===== config.mk =====
export PLATFORM = sky130hd
export DESIGN_NAME = irq_vector_ctrl
export DESIGN_NICKNAME = d
export VERILOG_FILES = /design/src/rtl/irqc_pkg.sv /design/src/rtl/irqc_edge_sync.sv /design/src/rtl/irqc_pending.sv /design/src/rtl/irqc_enables.sv /design/src/rtl/irqc_prio.sv /design/src/rtl/irq_vector_ctrl.sv
export SDC_FILE = /design/constraint.sdc
export NUM_CORES = 1
export LEC_CHECK = 0
export BUFFER_PORTS_ARGS = -buffer_cell sky130_fd_sc_hd__buf_2
export CAP_MARGIN = 20
export CORE_UTILIZATION = 56
export DETAILED_ROUTE_END_ITERATION = 6
export PLACE_DENSITY = 0.83
export SETUP_SLACK_MARGIN = 0.2
export SLEW_MARGIN = 20
export SYNTH_ARGS = -nofsm -noshare
export SYNTH_HDL_FRONTEND = slang
export SYNTH_SLANG_ARGS = --single-unit

===== constraint.sdc =====
create_clock -name clk -period 3.2 [get_ports clk]
set_input_delay 0 -clock clk [delete_from_list [all_inputs] [get_ports clk]]
set_output_delay 0 -clock clk [all_outputs]
set_load 0.05 [all_outputs]

===== src/rtl/irqc_pkg.sv =====
package irqc_pkg;
  typedef enum logic [2:0] {
    OP_NOP   = 3'd0,
    OP_MSET  = 3'd1,
    OP_MCLR  = 3'd2,
    OP_ENLO  = 3'd3,
    OP_ENHI  = 3'd4,
    OP_DISLO = 3'd5,
    OP_DISHI = 3'd6,
    OP_RSVD  = 3'd7
  } irq_op_e;
endpackage


===== src/rtl/irqc_edge_sync.sv =====
module irqc_edge_sync #(
  parameter int STAGES = 2
) (
  input  logic clk,
  input  logic rst_n,
  input  logic pin_i,
  output logic rise_o
);
  logic [STAGES-1:0] sync_q;
  logic              prev_q;

  always_ff @(posedge clk or negedge rst_n) begin
    if (!rst_n) begin
      sync_q <= '0;
      prev_q <= 1'b0;
    end else begin
      sync_q <= {sync_q[STAGES-2:0], pin_i};
      prev_q <= sync_q[STAGES-1];
    end
  end

  assign rise_o = sync_q[STAGES-1] & ~prev_q;


  single_rise_chk: assert property (@(posedge clk) disable iff (!rst_n)
    rise_o |=> !rise_o);
endmodule


===== src/rtl/irqc_pending.sv =====
module irqc_pending #(
  parameter int N  = 8,
  parameter int IW = 3
) (
  input  logic          clk,
  input  logic          rst_n,
  input  logic [N-1:0]  set_i,
  input  logic          clr_i,
  input  logic [IW-1:0] clr_idx_i,
  output logic [N-1:0]  flag_o
);
  logic [N-1:0] flag_q;
  logic [N-1:0] clr_vec;

  always_comb begin
    clr_vec = '0;
    if (clr_i) clr_vec[clr_idx_i] = 1'b1;
  end

  always_ff @(posedge clk or negedge rst_n) begin
    if (!rst_n) flag_q <= '0;
    else        flag_q <= (flag_q & ~clr_vec) | set_i;
  end

  assign flag_o = flag_q;

  for (genvar i = 0; i < N; i++) begin : g_chk

    sticky_flag_chk: assert property (@(posedge clk) disable iff (!rst_n)
      (flag_q[i] && !(clr_i && clr_idx_i == IW'(i))) |=> flag_q[i]);

    ack_clears_chk: assert property (@(posedge clk) disable iff (!rst_n)
      (clr_i && clr_idx_i == IW'(i) && !set_i[i]) |=> !flag_q[i]);
  end
endmodule


===== src/rtl/irqc_enables.sv =====
module irqc_enables
  import irqc_pkg::*;
#(
  parameter int GW = 4
) (
  input  logic          clk,
  input  logic          rst_n,
  input  logic          cmd_valid_i,
  input  logic [2:0]    cmd_op_i,
  input  logic [GW-1:0] cmd_mask_i,
  input  logic          ack_i,
  output logic          master_o,
  output logic [2*GW-1:0] en_o
);
  localparam int N = 2 * GW;

  logic          master_q;
  logic [GW-1:0] lo_q, hi_q;
  irq_op_e       op;

  assign op = irq_op_e'(cmd_op_i);

  always_ff @(posedge clk or negedge rst_n) begin
    if (!rst_n) begin
      master_q <= 1'b0;
      lo_q     <= '0;
      hi_q     <= '0;
    end else begin
      if (cmd_valid_i && op == OP_MSET)      master_q <= 1'b1;
      else if (cmd_valid_i && op == OP_MCLR) master_q <= 1'b0;
      else if (ack_i)                        master_q <= 1'b0;
      if (cmd_valid_i) begin
        case (op)
          OP_ENLO:  lo_q <= lo_q | cmd_mask_i;
          OP_DISLO: lo_q <= lo_q & ~cmd_mask_i;
          OP_ENHI:  hi_q <= hi_q | cmd_mask_i;
          OP_DISHI: hi_q <= hi_q & ~cmd_mask_i;
          default: ;
        endcase
      end
    end
  end

  assign master_o = master_q;
  assign en_o     = {hi_q, lo_q};


  en_lo_sets_chk: assert property (@(posedge clk) disable iff (!rst_n)
    (cmd_valid_i && cmd_op_i == 3'd3) |=> ((en_o[GW-1:0] & $past(cmd_mask_i)) == $past(cmd_mask_i)));

  dis_hi_clears_chk: assert property (@(posedge clk) disable iff (!rst_n)
    (cmd_valid_i && cmd_op_i == 3'd6) |=> (((en_o[N-1:GW] & $past(cmd_mask_i)) == '0)
                                           && $stable(en_o[GW-1:0])));

  idle_stable_chk: assert property (@(posedge clk) disable iff (!rst_n)
    (!cmd_valid_i || cmd_op_i == 3'd0) |=> $stable(en_o));
endmodule


===== src/rtl/irqc_prio.sv =====
module irqc_prio #(
  parameter int N  = 8,
  parameter int IW = 3
) (
  input  logic [N-1:0]  req_i,
  output logic          valid_o,
  output logic [IW-1:0] idx_o
);
  always_comb begin
    idx_o = '0;
    for (int i = N - 1; i >= 0; i--) begin
      if (req_i[i]) idx_o = IW'(i);
    end
  end

  assign valid_o = |req_i;


  always_comb begin
    if (valid_o) begin
      lowest_wins_chk: assert ((req_i[idx_o] == 1'b1) &&
                               ((req_i & ((N'(1) << idx_o) - N'(1))) == '0));
    end
  end
endmodule


===== src/rtl/irq_vector_ctrl.sv =====
module irq_vector_ctrl
  import irqc_pkg::*;
#(
  parameter int N_EXT       = 3,
  parameter int N_INT       = 5,
  parameter int GRP_W       = 4,
  parameter int SYNC_STAGES = 2,
  parameter int VEC_W       = 8,
  parameter int VEC_BASE    = 16,
  parameter int VEC_STRIDE  = 8
) (
  input  logic                               clk,
  input  logic                               rst_n,
  input  logic [N_EXT-1:0]                   ext_pin_i,
  input  logic [N_INT-1:0]                   int_req_i,
  input  logic                               cmd_valid_i,
  input  logic [2:0]                         cmd_op_i,
  input  logic [GRP_W-1:0]                   cmd_mask_i,
  output logic                               irq_valid_o,
  input  logic                               irq_ready_i,
  output logic [$clog2(N_EXT+N_INT)-1:0]     irq_factor_o,
  output logic [VEC_W-1:0]                   irq_vector_o
);
  localparam int N  = N_EXT + N_INT;
  localparam int IW = $clog2(N);

  logic [N_EXT-1:0] ext_rise;
  logic [N-1:0]     set_vec, flags, en;
  logic             master, sel_valid, accept;
  logic [IW-1:0]    sel_idx;

  for (genvar k = 0; k < N_EXT; k++) begin : g_ext
    irqc_edge_sync #(.STAGES(SYNC_STAGES)) u_sync (
      .clk(clk), .rst_n(rst_n), .pin_i(ext_pin_i[k]), .rise_o(ext_rise[k])
    );
  end

  assign set_vec = {int_req_i, ext_rise};
  assign accept  = irq_valid_o & irq_ready_i;

  irqc_pending #(.N(N), .IW(IW)) u_pend (
    .clk(clk), .rst_n(rst_n), .set_i(set_vec),
    .clr_i(accept), .clr_idx_i(sel_idx), .flag_o(flags)
  );

  irqc_enables #(.GW(GRP_W)) u_en (
    .clk(clk), .rst_n(rst_n), .cmd_valid_i(cmd_valid_i), .cmd_op_i(cmd_op_i),
    .cmd_mask_i(cmd_mask_i), .ack_i(accept), .master_o(master), .en_o(en)
  );

  irqc_prio #(.N(N), .IW(IW)) u_prio (
    .req_i(flags & en), .valid_o(sel_valid), .idx_o(sel_idx)
  );

  assign irq_valid_o  = master & sel_valid;
  assign irq_factor_o = sel_idx;
  assign irq_vector_o = VEC_W'(VEC_BASE) + VEC_W'(sel_idx) * VEC_W'(VEC_STRIDE);


  ack_drops_master_chk: assert property (@(posedge clk) disable iff (!rst_n)
    (accept && !(cmd_valid_i && cmd_op_i == 3'd1)) |=> !irq_valid_o);

  mclr_drops_valid_chk: assert property (@(posedge clk) disable iff (!rst_n)
    (cmd_valid_i && cmd_op_i == 3'd2) |=> !irq_valid_o);
endmodule


# After elaboration in Yosys (flattened, before gate mapping)
# Index checks and enable logic that the tools add are counted.
[word_totals]
out_inout_bits = 12
reg_bits = 26
input_bits = 19
[op_classes]
bitwise = 17
reduce_logical = 9
n_mux = 16
eq_ne = 6
add_sub_neg = 1
order_cmp = 2
[op_table]
columns = ["operator", "n"]
rows = [
  ["two-way mux 3 bit", 8],
  ["bitwise AND 8 bit", 2],
  ["case mux 4 bit (2 select lines)", 2],
  ["== test 3 bit, second input constant", 3],
  ["bitwise AND 4 bit", 2],
  ["two-way mux 8 bit", 1],
  ["inverter 8 bit", 1],
  ["bitwise OR 4 bit", 2],
  ["bitwise OR 8 bit", 1],
  ["OR reduction 8 bit", 1],
  ["adder 5 x 6 -> 7 bit, first input constant", 1],
  ["== test 3 x 2 -> 1 bit, second input constant", 2],
  ["bitwise AND 1 bit", 5],
  ["less-than comparator 3 x 4 -> 1 bit, second input constant", 1],
  ["two-way mux 1 bit", 4],
  ["inverter 4 bit", 1],
  ["AND reduction 2 bit", 2],
  ["nonzero test 2 bit", 2],
  ["demux 1 bit (select 3 bit)", 1],
  ["== test 3 x 1 -> 1 bit, second input constant", 1],
  [">= comparator 3 x 1 -> 1 bit, second input constant", 1],
  ["logical AND 1 bit", 3],
  ["inverter 1 bit", 3],
  ["nonzero test 3 bit", 1],
]

# Logic depth before layout (Yosys ltp)
[logic_depth]
word_depth = 17
mapped_depth = 7
depth_no_buf = 7

# Hierarchy
# A second synthesis with hierarchy kept.
[unflattened]
hier_cells = 108
area_unflattened_um2 = 1244.9
[modules_own_cells]
columns = ["module", "cells_per_inst", "instances", "area_per_inst_um2"]
rows = [
  ["irqc_enables", 41, 1, 440.4],
  ["irqc_pending", 24, 1, 336.6],
  ["irqc_edge_sync", 4, 3, 88.8],
  ["irq_vector_ctrl", 18, 1, 120.1],
  ["irqc_prio", 13, 1, 81.3],
]

# Worst setup path before layout
# Ideal clock, no wire load.
[synth_path]
path_kind = "reg2reg"
from = "reg (tool-made name)"
to = "reg u_pend.flag_q[5] (netlist: u_pend.flag_o[5])"
path_buffers = 0
t_arrival_ps = 1969
stages_incl_launch_ff = 8
slack_ps = 1083
period_less_slack_ps = 2117
path_cell_list = "dfrtp_1 a22o_4 nand2b_1 or2_2 inv_1 ha_1 nor4b_1 a21oi_1"
[synth_rtl]
columns = ["element", "line_no", "source"]
rows = [
  ["end signal, assigned", "irqc_pending.sv:22", "else flag_q <= (flag_q & ~clr_vec) | set_i;"],
  ["end, declared", "irqc_pending.sv:12", "logic [N-1:0] flag_q;"],
]

==> results.sh <==
export IMPL_status="finished, final reports clean"
export IMPL_skew_ns=0.00406
export IMPL_drc_errors=0
export IMPL_seq_area_frac_synth_pct=51.5
export IMPL_fin_tns_setup_ns=0
export IMPL_first_iter_violations=27
export IMPL_end_kind="output pin"
export IMPL_initial_core_util_pct=61.9
export IMPL_final_layout_size_suffix_gt1_share_pct=20.9
export IMPL_antenna_left=0
export IMPL_cpMaxStageDelayCell="dfrtp_1"
export IMPL_path_delay_family="flip-flops"
export IMPL_seq_area_um2=651
export IMPL_place_inst=180
export IMPL_routed_wl_um=2510
export IMPL_synth_area_leaders="dfrtp_1, a21oi_1, nor2_1"
export IMPL_synth_top_area_share_pct=51.5
export IMPL_power_density_mw_per_mm2=495
export IMPL_grt_ovfl_total=0
export IMPL_rows=16
export IMPL_worst_pin_slew_ns=0.559
export IMPL_min_period_ns=2.12
export IMPL_diodes=0
export IMPL_rsz0062_at_grt="false"
export IMPL_yosys_warnings=0
export IMPL_required_ns=3.20
export IMPL_fp_dieArea_mm2=0.00245
export IMPL_grt_pass1_wl_um=4310
export IMPL_max_stage_delay_ns=0.45
export IMPL_worstPathMaxFanout=5
export IMPL_cts_sinks=26
export IMPL_grt_use_total_pct=23.5
export IMPL_p_leak_nw=0.760
export IMPL_multiInputGateArea_um2=538
export IMPL_crit_chain="a22o_4, nand2b_1, or2_2, ha_1, inv_1, buf_2"
export IMPL_syn_inst=130
export IMPL_gp_congestion=0.777
export IMPL_cts_resized=0
export IMPL_wl_per_cell_um=12.6
export IMPL_finalSetupViolCount=0
export IMPL_cts_made_buffers=3
export IMPL_io_buffers=26
export IMPL_n_fill_cell=144
export IMPL_cp_start_kind="flip-flop"
export IMPL_drv_cap=0
export IMPL_fp_dieW_um=49.5
export IMPL_drv_slew=0
export IMPL_timing_critical_path_buf_inv=2
export IMPL_place_area_mm2=0.00140
export IMPL_clkTransAtPathRegs_ns=0.13
export IMPL_peakVddDrop_v=0.000459
export IMPL_critical_path_arrival_ns=2.12
export IMPL_synthFlopType="dfrtp_1"
export IMPL_crit_type="reg -> out"
export IMPL_via_per_inst=5.20
export IMPL_place_hpwl_um=1790
export IMPL_synth_area_leader_cell="dfrtp_1"
export IMPL_htree_levels=1
export IMPL_synthesis_area_mm2=0.00126
export IMPL_synth_edf_count=0
export IMPL_final_cells=199
export IMPL_hold_start="cmd_op_i[0]"
export IMPL_final_nets=194
export IMPL_syn2layout_area_growth_pct=25.3
export IMPL_synthArstFlopShare_pct=100
export IMPL_max_freq_mhz=473
export IMPL_ys_ff_latch=26
export IMPL_cts_root_buf="clkbuf_4"
export IMPL_ys_types=31
export IMPL_clkLatencyLatePin_ns=0.32
export IMPL_hold_path_class="in -> reg"
export IMPL_slew_headroom_pct=62.8
export IMPL_cts_buffer_depth=2
export IMPL_postSynthAreaPerCell_um2=9.72
export IMPL_grt_pass1_vias=1014
export IMPL_grt_max_degree=27
export IMPL_design_area_mm2=0.00158
export IMPL_vias=1034
export IMPL_cts_tree="done"
export IMPL_die_height_um=49.5
export IMPL_min_period_over_period_pct=66.1
export IMPL_coreArea_mm2=0.00204
export IMPL_antenna_found_initial=0
export IMPL_ios=31
export IMPL_dr_pass1_iters=6
export IMPL_hold_viol_final=0
area by class of cell:
type	instances	area share, %
Timing Repair Buffer	41	17.7
Sequential cell	26	41.1
Inverter	12	2.84
Clock buffer	4	2.29
Multi-Input combinational cell	89	34.0
Tap cell	27	2.13
worst register-to-register path, delay by kind of cell, from the launching register on:
family          cells  cell delay (ns)
buf+inv             1             0.08
compound gates      2             0.41
simple gates        3             0.71
flops               1             0.45
fa+ha+maj           1             0.16
through the flow:
step	util (%)	power (mW)	setup slack [ns]	hold slack (ns)
after global placement	68.4	0.605	1.40	0.0174
after CTS	77.6	0.787	1.07	0.0171
after global routing	77.6	0.823	0.980	0.0423
after floorplan	-	0.555	1.08	-0.296
final	77.6	0.784	1.08	0.0220
after detailed placement	68.4	0.611	1.32	0.0230
repair_timing:
action	in CTS	in global routing
hold buffers	15	0
endpoints found under the hold margin	42	0
setup buffers	0	0
cell usage after synthesis (2+ instances only):
library cell and number:
nand2_1 16, a21oi_1 13, a22oi_1 2, nand3_1 2, nor2_1 17, dfrtp_1 26, a22o_1 4, nor4b_1 3
o21ai_0 3, mux2i_1 4, ha_1 2, buf_4 5, inv_1 12, nand2b_1 3, a31oi_1 2
routing by layer:
layer | global-route usage [%] | up-vias | wire length [um]
li1 | - | 522 | -
met1 | 29.6 | 483 | 1170
met2 | 40.4 | 25 | 1230
met3 | 3.70 | 4 | 82
met4 | 9.52 | 0 | 32
met5 | 0 | - | 0
cell usage in the layout, fill, tap and decap left out, drive strengths merged, types with 2 or more instances in the layout:
cell type / instances
a22oi: 2
dfrtp: 26
nand2: 16
nor4b: 3
dlygate4sd3: 15
inv: 12
conb: 4
clkbuf: 4
buf: 26
nor2: 17
nand2b: 3
o21ai: 3
ha: 2
mux2i: 4
a22o: 5
a21oi: 13
nand3: 2
a31oi: 2
where the power goes:
group,total (mW),switching [mW],internal (mW)
Combinational,0.260,0.177,0.0825
Clock,0.161,0.0913,0.0696
Sequential,0.363,0.0150,0.348
Total,0.784,0.283,0.500
kinds of logic after synthesis:
group	synth area share (%)
multiplexers	3.17
flip-flops	51.5
adder cells (fa/ha/maj)	1.98
buffers and inverters	6.83
other	0.297
AND/OR/NAND/NOR	19.9
AO/OA/AOI/OAI	16.3
final timing paths:
path                                              to  slack (ns)  cells after the start
setup / recovery                     irq_vector_o[5]        1.08                      6
hold / removal                         u_en.master_o        0.02                      3
setup reg to reg                    u_pend.flag_o[5]        1.28                      7
hold reg to reg            g_ext[1].u_sync.sync_q[1]        0.37                      0
max in group asynchronous                  async pin        2.65                      2
min in group asynchronous           u_pend.flag_o[7]        0.19                      2
Power figures use the tool's default switching activity.
